$ cat src/rtl/pcctl_pkg.sv
package pcctl_pkg;

    localparam int ILEN  = 32;
    localparam int OPC_W = 6;

    localparam logic [OPC_W-1:0] OPC_JUMP    = 6'h02;
    localparam logic [OPC_W-1:0] OPC_JLINK   = 6'h03;
    localparam logic [OPC_W-1:0] OPC_BRZERO  = 6'h04;
    localparam logic [OPC_W-1:0] OPC_BRNZERO = 6'h05;
    localparam logic [OPC_W-1:0] OPC_JREG    = 6'h06;
    localparam logic [OPC_W-1:0] OPC_JREGLNK = 6'h07;

    localparam logic [ILEN-1:0] NOP_WORD = '0;

    typedef enum logic [2:0] {
        SRC_HOLD,
        SRC_SEQ,
        SRC_BRANCH,
        SRC_INDIRECT,
        SRC_ABSOLUTE
    } pc_src_e;

    typedef struct packed {
        logic brz;
        logic brnz;
        logic jabs;
        logic jind;
    } op_class_t;

endpackage

$ cat src/rtl/pcctl_opclass.sv
module pcctl_opclass
    import pcctl_pkg::*;
(
    input  logic [OPC_W-1:0] opcode,
    output op_class_t        cls
);

    always_comb begin
        cls = '0;
        unique case (opcode)
            OPC_JUMP, OPC_JLINK:     cls.jabs = 1'b1;
            OPC_JREG, OPC_JREGLNK:   cls.jind = 1'b1;
            OPC_BRZERO:              cls.brz  = 1'b1;
            OPC_BRNZERO:             cls.brnz = 1'b1;
            default:                 cls      = '0;
        endcase
    end

endmodule

$ cat src/rtl/pcctl_arbiter.sv
module pcctl_arbiter
    import pcctl_pkg::*;
(
    input  op_class_t exe_cls,
    input  op_class_t dec_cls,
    input  logic      exe_zero,
    input  logic      stall,
    output pc_src_e   src,
    output logic      br_taken,
    output logic      dec_jump_go,
    output logic      dec_kill,
    output logic      exe_kill,
    output logic      dec_hold
);

    logic dec_jump;

    always_comb begin
        br_taken    = (exe_cls.brz && exe_zero) || (exe_cls.brnz && !exe_zero);
        dec_jump    = dec_cls.jabs || dec_cls.jind;
        dec_jump_go = dec_jump && !stall && !br_taken;

        // older execute-stage decision wins over everything in decode
        if (br_taken)          src = SRC_BRANCH;
        else if (stall)        src = SRC_HOLD;
        else if (dec_cls.jabs) src = SRC_ABSOLUTE;
        else if (dec_cls.jind) src = SRC_INDIRECT;
        else                   src = SRC_SEQ;
    end

    always_comb begin
        dec_kill = br_taken || (dec_jump && !stall);
        exe_kill = br_taken || stall;
        dec_hold = stall && !br_taken;
    end

endmodule

$ cat src/rtl/pcctl_targets.sv
module pcctl_targets
    import pcctl_pkg::*;
#(
    parameter int XLEN  = 32,
    parameter int OFF_W = 16,
    parameter int JF_W  = 26
) (
    input  pc_src_e            src,
    input  logic [XLEN-1:0]    pc,
    input  logic [XLEN-JF_W-3:0] dec_pc4_hi,
    input  logic [JF_W-1:0]    jump_field,
    input  logic [XLEN-1:0]    exe_pc4,
    input  logic [OFF_W-1:0]   br_offset,
    input  logic [XLEN-1:0]    reg_target,
    output logic [XLEN-1:0]    seq_pc,
    output logic [XLEN-1:0]    next_pc
);

    localparam int EXT_W = XLEN - OFF_W - 2;

    logic [XLEN-1:0] br_target;
    logic [XLEN-1:0] abs_target;

    always_comb begin
        seq_pc     = pc + XLEN'(4);
        br_target  = exe_pc4 + {{EXT_W{br_offset[OFF_W-1]}}, br_offset, 2'b00};
        abs_target = {dec_pc4_hi, jump_field, 2'b00};
    end

    always_comb begin
        unique case (src)
            SRC_HOLD:     next_pc = pc;
            SRC_SEQ:      next_pc = seq_pc;
            SRC_BRANCH:   next_pc = br_target;
            SRC_INDIRECT: next_pc = reg_target;
            SRC_ABSOLUTE: next_pc = abs_target;
            default:      next_pc = seq_pc;
        endcase
    end

endmodule

$ cat src/rtl/pc_redirect_ctl.sv
module pc_redirect_ctl
    import pcctl_pkg::*;
#(
    parameter int              XLEN      = 32,
    parameter int              OFF_W     = 16,
    parameter int              JF_W      = 26,
    parameter logic [XLEN-1:0] RESET_VEC = 32'h0000_0100
) (
    input  logic            clk,
    input  logic            rst_n,
    input  logic [31:0]     imem_rdata,
    input  logic            hazard_stall,
    input  logic            exe_zero,
    input  logic [XLEN-1:0] reg_target,
    output logic [XLEN-1:0] fetch_pc,
    output logic [XLEN-1:0] next_pc,
    output logic [31:0]     dec_instr,
    output logic [31:0]     exe_instr,
    output logic            dec_kill,
    output logic            exe_kill
);

    localparam int OPC_LSB = ILEN - OPC_W;
    localparam int HI_W    = XLEN - JF_W - 2;

    logic [XLEN-1:0] pc_q, dec_pc4_q, exe_pc4_q, seq_pc;
    logic [ILEN-1:0] dec_q, exe_q;
    op_class_t       dec_cls, exe_cls;
    pc_src_e         pc_src;
    logic            br_taken, dec_jump_go, dec_hold;

    pcctl_opclass u_dec_cls (.opcode(dec_q[ILEN-1:OPC_LSB]), .cls(dec_cls));
    pcctl_opclass u_exe_cls (.opcode(exe_q[ILEN-1:OPC_LSB]), .cls(exe_cls));

    pcctl_arbiter u_arb (
        .exe_cls(exe_cls), .dec_cls(dec_cls), .exe_zero(exe_zero),
        .stall(hazard_stall), .src(pc_src), .br_taken(br_taken),
        .dec_jump_go(dec_jump_go), .dec_kill(dec_kill),
        .exe_kill(exe_kill), .dec_hold(dec_hold)
    );

    pcctl_targets #(.XLEN(XLEN), .OFF_W(OFF_W), .JF_W(JF_W)) u_tgt (
        .src(pc_src), .pc(pc_q),
        .dec_pc4_hi(dec_pc4_q[XLEN-1 -: HI_W]),
        .jump_field(dec_q[JF_W-1:0]),
        .exe_pc4(exe_pc4_q), .br_offset(exe_q[OFF_W-1:0]),
        .reg_target(reg_target), .seq_pc(seq_pc), .next_pc(next_pc)
    );

    always_ff @(posedge clk) begin
        if (!rst_n) begin
            pc_q      <= RESET_VEC;
            dec_q     <= NOP_WORD;
            exe_q     <= NOP_WORD;
            dec_pc4_q <= '0;
            exe_pc4_q <= '0;
        end else begin
            pc_q <= next_pc;
            if (dec_kill)       dec_q <= NOP_WORD;
            else if (!dec_hold) dec_q <= imem_rdata;
            if (!dec_hold)      dec_pc4_q <= seq_pc;
            exe_q     <= exe_kill ? NOP_WORD : dec_q;
            exe_pc4_q <= dec_pc4_q;
        end
    end

    always_comb begin
        fetch_pc  = pc_q;
        dec_instr = dec_q;
        exe_instr = exe_q;
    end


    br_squash_chk: assert property (@(posedge clk) disable iff (!rst_n)
        br_taken |=> (dec_instr == NOP_WORD && exe_instr == NOP_WORD));


    stall_hold_chk: assert property (@(posedge clk) disable iff (!rst_n)
        (hazard_stall && !br_taken) |=>
            ($stable(fetch_pc) && $stable(dec_instr) && exe_instr == NOP_WORD));


    jump_one_kill_chk: assert property (@(posedge clk) disable iff (!rst_n)
        dec_jump_go |=> (dec_instr == NOP_WORD && exe_instr == $past(dec_instr)));


    seq_advance_chk: assert property (@(posedge clk) disable iff (!rst_n)
        (pc_src == SRC_SEQ) |=>
            (fetch_pc == $past(fetch_pc) + XLEN'(4) && dec_instr == $past(imem_rdata)
             && exe_instr == $past(dec_instr)));


    kill_pair_chk: assert property (@(posedge clk) disable iff (!rst_n)
        (dec_kill && !exe_kill) |-> !hazard_stall);

endmodule

$ cat config.mk
export PLATFORM = sky130hd
export DESIGN_NAME = pc_redirect_ctl
export DESIGN_NICKNAME = d
export VERILOG_FILES = /design/src/rtl/pcctl_pkg.sv /design/src/rtl/pcctl_opclass.sv /design/src/rtl/pcctl_arbiter.sv /design/src/rtl/pcctl_targets.sv /design/src/rtl/pc_redirect_ctl.sv
export SDC_FILE = /design/constraint.sdc
export NUM_CORES = 1
export LEC_CHECK = 0
export BUFFER_PORTS_ARGS = -buffer_cell sky130_fd_sc_hd__clkbuf_2
export CAP_MARGIN = 20
export CORE_MARGIN = 2
export CORE_UTILIZATION = 40
export CTS_BUF_LIST = sky130_fd_sc_hd__clkbuf_16
export DETAILED_ROUTE_END_ITERATION = 16
export SYNTH_ARGS = -nofsm -noshare
export SYNTH_HDL_FRONTEND = slang
export SYNTH_SLANG_ARGS = --single-unit
$ cat constraint.sdc
create_clock -name clk -period 3.5 [get_ports clk]
set_input_delay 0.35 -clock clk [delete_from_list [all_inputs] [get_ports clk]]
set_output_delay 0.35 -clock clk [all_outputs]
set_load 0.02 [all_outputs]
# ---- After elaboration in Yosys (flattened, before gate mapping)
# Cells that the tools add are included.
dict set report word_totals {
  register_bits 160
  wordCells 42
}
dict set report classes {
  n_addsub 2
  n_eq_ne 9
  mux 9
  n_bitwise 1
  reduce_logical 16
}
# operator count
set op_table {}
lappend op_table {{32-bit one-hot mux with 4 select lines} 1}
lappend op_table {{32-bit by 3-bit adder with 32-bit output (second input constant)} 1}
lappend op_table {{32-bit adder} 1}
lappend op_table {{6-bit by 3-bit equality test with 1-bit output (second input constant)} 4}
lappend op_table {{6-bit by 2-bit equality test with 1-bit output (second input constant)} 2}
lappend op_table {{3-bit two-way mux} 3}
lappend op_table {{2-bit OR reduction} 4}
lappend op_table {{3-bit by 2-bit equality test with 1-bit output (second input constant)} 2}
lappend op_table {{1-bit logical AND} 4}
lappend op_table {{1-bit logical OR} 4}
lappend op_table {{1-bit two-way mux} 4}
lappend op_table {{3-bit equality test (second input constant)} 1}
lappend op_table {{1-bit zero test} 3}
lappend op_table {{3-bit zero test} 1}
lappend op_table {{2-bit two-way mux} 1}
lappend op_table {{1-bit inverter} 1}

# ---- Longest topological paths before layout
dict set report logic_depth {
  ltp_word 9
  depth_mapped 11
  mapped_depth_nobuf 11
}

# ---- Cells and area by module
# Synthesis repeated with hierarchy kept, for this count alone.
dict set report hier_totals {
  cells_unflattened 941
  area_unflattened_um2 8277.9
}
# module instances cells_per_inst area_each_um2 seq_area_each_um2
set modules_own_cells {}
lappend modules_own_cells {pc_redirect_ctl 1 409 4923.5 3203.1}
lappend modules_own_cells {pcctl_targets 1 509 3169.3 0.0}
lappend modules_own_cells {pcctl_opclass 2 6 55.1 0.0}
lappend modules_own_cells {pcctl_arbiter 1 11 75.1 0.0}

# ---- Worst setup path before layout
# No wires, ideal clock.
dict set report synth_timing {
  path_kind {register to output}
  from {register exe_q[0], in the netlist exe_instr[0]}
  to {output port next_pc[30]}
  arrival_time_ns 2.842
  required_time_ns 3.150
  slack_ns 0.308
  path_stages_with_launch 12
  cell_sequence {dfxtp_1 -> ha_1 -> inv_1 -> fa_1 -> nand2b_1 -> a21o_1 -> a211oi_1 -> o21ai_0 -> a21oi_1 -> a21oi_1 -> xor2_1 -> o21ai_0}
}
dict set report synth_via {
  elab_chain_cells 2
}
# element line
set synth_lines {}
lappend synth_lines {{start: declaration} pc_redirect_ctl.sv:27} ;# logic [ILEN-1:0] dec_q, exe_q;
lappend synth_lines {{start signal: assignment} pc_redirect_ctl.sv:62} ;# exe_q <= exe_kill ? NOP_WORD : dec_q;
lappend synth_lines {{32-bit adder} pcctl_targets.sv:26} ;# br_target = exe_pc4 + {{EXT_W{br_offset[OFF_W-1]}}, br_offset, 2'b00};
lappend synth_lines {{32-bit one-hot mux with 4 select lines} pcctl_targets.sv:31} ;# unique case (src)
lappend synth_lines {{end: declaration} pc_redirect_ctl.sv:16} ;# output logic [XLEN-1:0] next_pc,
# No other way between the ends.

# ---- Final worst setup path
dict set report layout_timing {
  from {register exe_q[27], in the netlist exe_instr[27]}
  to {output port next_pc[10]}
}
dict set report layout_via {
  elab_chain_cells 7
  elab_cells_between_ends 13
  classes_between {eq/ne: 5; mux: 4; reduce/logical: 4}
}
# element line
set layout_lines {}
lappend layout_lines {{6-bit by 3-bit equality test with 1-bit output} pcctl_opclass.sv:10} ;# unique case (opcode)
lappend layout_lines {{1-bit two-way mux} pcctl_opclass.sv:10}
lappend layout_lines {{1-bit logical AND} pcctl_arbiter.sv:19} ;# br_taken = (exe_cls.brz && exe_zero) || (exe_cls.brnz && !exe_zero);
lappend layout_lines {{1-bit logical OR (*)} pcctl_arbiter.sv:19}
lappend layout_lines {{3-bit two-way mux (*)} pcctl_arbiter.sv:24} ;# if (br_taken) src = SRC_BRANCH;
lappend layout_lines {{3-bit equality test, or another cell as far along} pcctl_targets.sv:31}
lappend layout_lines {{32-bit one-hot mux with 4 select lines (*)} pcctl_targets.sv:31}
# Every way passes the cells marked *; elsewhere a longest branch is shown, timed or not.

==> results by group <==
Run status
  – Outcome: completed

Global route
  – Total grt overflow: 0
  – Number of antenna violations at the first check in global routing: 1
  – GRT Util Overall: 25.42%
  – Largest net degree at the start of global routing: 66
  – Global-route wire length before repair: 42.46 mm
  – Via count of the first global-routing pass: 7365

STA
  – WHS: 131.1 ps
  – Headroom to the max-slew limit: 46.65%
  – Period utilization: 96.88%
  – Worst-margin pin slew: 798.2 ps
  – Crit path time final: 3391 ps
  – Final hold violations: 0
  – Setup Skew: 12.83 ps
  – Final setup violation count: 0
  – RSZ-0062 raised after global routing: no
  – Fin. max-slew vios: 0
  – Setup TNS: 0 ps
  – Fmax: 294.9 MHz

Final layout
  – Ant diodes: 0
  – Commonest non-fill, non-tap cell in the layout: clkbuf_2
  – Cell area after layout: 10100 sq um
  – Most frequent cells in the layout: clkbuf_2, dfxtp_1, nand2_1
  – Nets: 1255
  – Synthesis-to-layout area growth: 25.81%
  – Share of cells above drive strength 1: 26.78%

Clock network
  – Clock sinks: 160
  – Clock transition at path regs: 70 ps
  – Root buffer cell: clkbuf_16
  – CTS Buf Count: 17
  – TritonCTS clock tree: done
  – CTS max path bufs: 2
  – Clk_lat worst skew: 440 ps
  – H-tree Lvls: 4

Floorplan
  – Full die area: 21220 sq um
  – Initial Util: 40.98%
  – Core box area: 19590 sq um
  – Die H: 145.7 um
  – FP Rows: 51
  – Width of the die: 145.7 um
  – IO Count: 198

Route
  – DRT antenna net count: 0
  – # DRC: 0
  – Total wire length: 27.60 mm
  – TritonRoute pass-1 iters: 7
  – M1 WL: 12.60 mm
  – Via density: 5.432
  – Wire per inst: 19.24 um
  – Max Used Layer: met5
  – Vias post-DR: 7790
  – Length of routed met3 wiring: 1.890 mm
  – Met2 wire length: 12.45 mm
  – 1st-iter DRT viols: 607

Power
  – Maximum vdd drop: 337.2 uV
  – Int Power: 0.003155 W
  – Psw: 0.001375 W
  – PwrDens: 448.5 nW/um^2
  – P_leak: 4.443 nW
  – Sw Ratio: 30.35%
  – Share of total power in the clock network: 41.0%
  – Comb pwr share: 14.8%
  – Register share of total power: 44.2%

Yosys
  – Synth area leader: dfxtp_1
  – YS warnings: 0
  – Seq/Total Area, Yosys: 39.90%
  – Main synth FF type: dfxtp_1
  – Share of the synthesized area in the top cell type: 39.90%
  – Synth Area per Inst: 8.250 sq um
  – EDFF count, synth: 0
  – Cell Area, Synth: 8028 sq um
  – FFs w/ async S/R, synth: 0%
  – Dominant cells by area after synthesis: dfxtp_1, and2_1, nand2_1
  – Seq cells post-synth: 160
  – Cell variety after synth: 68
  – Mapped Nets: 1072
  – Cells after Synth: 973

Worst setup path
  – R2r startpoint: exe_instr[27]
  – Crit Path Max Fanout: 20
  – Setup crit start: exe_instr[27]
  – Worst EP required: 3150 ps
  – Data arrival, critical path: 3040 ps
  – CP endpoint kind: output pin
  – CP startpoint kind: register
  – Kind of critical path: register to output pin

Placed design
  – Gpl congestion: 0.9335
  – Placed Instance Area: 9279 sq um
  – DP HPWL: 20.04 mm
  – Buffers on Ports: 197

Worst hold path
  – HP Start: imem_rdata[5]
  – Worst min path class: primary input to register

Run
  – Max-Cap Viols: 0
what timing repair did:
item / CTS / global route
pin swaps: 4 / 13
endpoints found under the hold margin: 0 / 0
gates resized for setup: 14 / 28
cloned: 0 / 1
buffers inserted: 1 / 6
hold buffers: 0 / 0
endpoints found under the setup margin: 8 / 18
worst paths after layout:
check | slack [ps] | cells after the start | endpoint
setup / recovery | 110 | 8 | next_pc[10]
setup reg to reg | 790 | 8 | fetch_pc[10]
hold / removal | 130 | 3 | dec_instr[5]
hold reg to reg | 450 | 2 | dec_pc4_q[1]
power groups by stage:
stage / registers (W) / logic (W) / clock network, W
6_report: 0.00200 / 0.000672 / 0.00186
5_1_grt: 0.00201 / 0.000726 / 0.00196
4_1_cts: 0.00200 / 0.000660 / 0.00188
3_5_place_dp: 0.00204 / 0.000654 / 0
3_3_place_gp: 0.00204 / 0.000652 / 0
2_1_floorplan: 0.00207 / 0.000358 / 0
through the flow:
stage | setup WS (ps) | instances | power, W | utilization, %
after floorplan | 307.6 | 973 | 0.002430 | -
after global placement | 321.7 | 1394 | 0.002693 | 47.37
after detailed placement | 210.1 | 1394 | 0.002695 | 47.37
after CTS | 13.13 | 1427 | 0.004536 | 50.63
after global routing | 7.302 | 1434 | 0.004697 | 51.56
final | 109.0 | 1434 | 0.004529 | 51.56
cells by family (layout without fill, tap and decap cells):
family,Yosys count,after routing,share of synthesized area (%)
AO/OA/AOI/OAI,247,247,20.18
XOR/XNOR,49,49,5.346
adder cells (fa/ha/maj),31,31,4.925
buffers and inverters,82,277,4.333
flip-flops,160,160,39.90
multiplexers,4,4,0.4988
AND/OR/NAND/NOR,400,401,24.81
registers in the layout, indices dropped and copies added, names as in the netlist:
| signal | flops |
|---|---|
| dec_instr | 32 |
| dec_pc4_q | 32 |
| exe_instr | 32 |
| exe_pc4_q | 32 |
| fetch_pc | 32 |
layer usage:
metal	global-route usage [%]	vias up
li1	-	3793
met1	36.25	3651
met2	38.47	304
met3	5.204	40
met4	8.088	2
met5	0	-
critical path: stages, from the launching register on:
cell      delay (ps)
dfxtp_1          320
or4b_4           560
or3_4            490
and2_4           290
a222oi_1         360
nand2_1          120
a31oi_1          170
a21oi_1           90
clkbuf_2         210
cell usage after synthesis (2+ instances only):
master    number
a211o_1        2
a211oi_1      22
a21o_1        12
a21oi_1       92
a221o_1        5
a221oi_1       2
a222oi_1      11
a22o_1         2
a22oi_1        7
a31oi_1       15
a41oi_1        3
and2_1        91
and3_1         8
and4_1         3
buf_1          4
buf_2         14
buf_4          4
clkbuf_1      42
dfxtp_1      160
ha_1          30
inv_1         17
mux2i_1        4
nand2_1      131
nand2b_1       8
nand3_1       21
nand4_1       12
nor2_1        79
nor3_1        20
nor3_2         4
nor4_1         3
o211ai_1       6
o21a_1         5
o21ai_0       26
o21ai_1        6
o21ai_2        2
o21bai_1       4
o221ai_1       4
o22ai_1        4
o31ai_1        5
or2_1          2
or3_1          6
or4b_1         2
xnor2_1       29
xor2_1        20
area by class of cell:
type	instances	area, sq um
fill	1950	9490
multi-input combinational	732	4683
sequential	160	3209
timing repair buffer	228	1234
clock buffer	17	425.4
tap	265	331.6
clock inverter	15	152.6
inverter	17	63.81
Power figures use the tool's default switching activity.
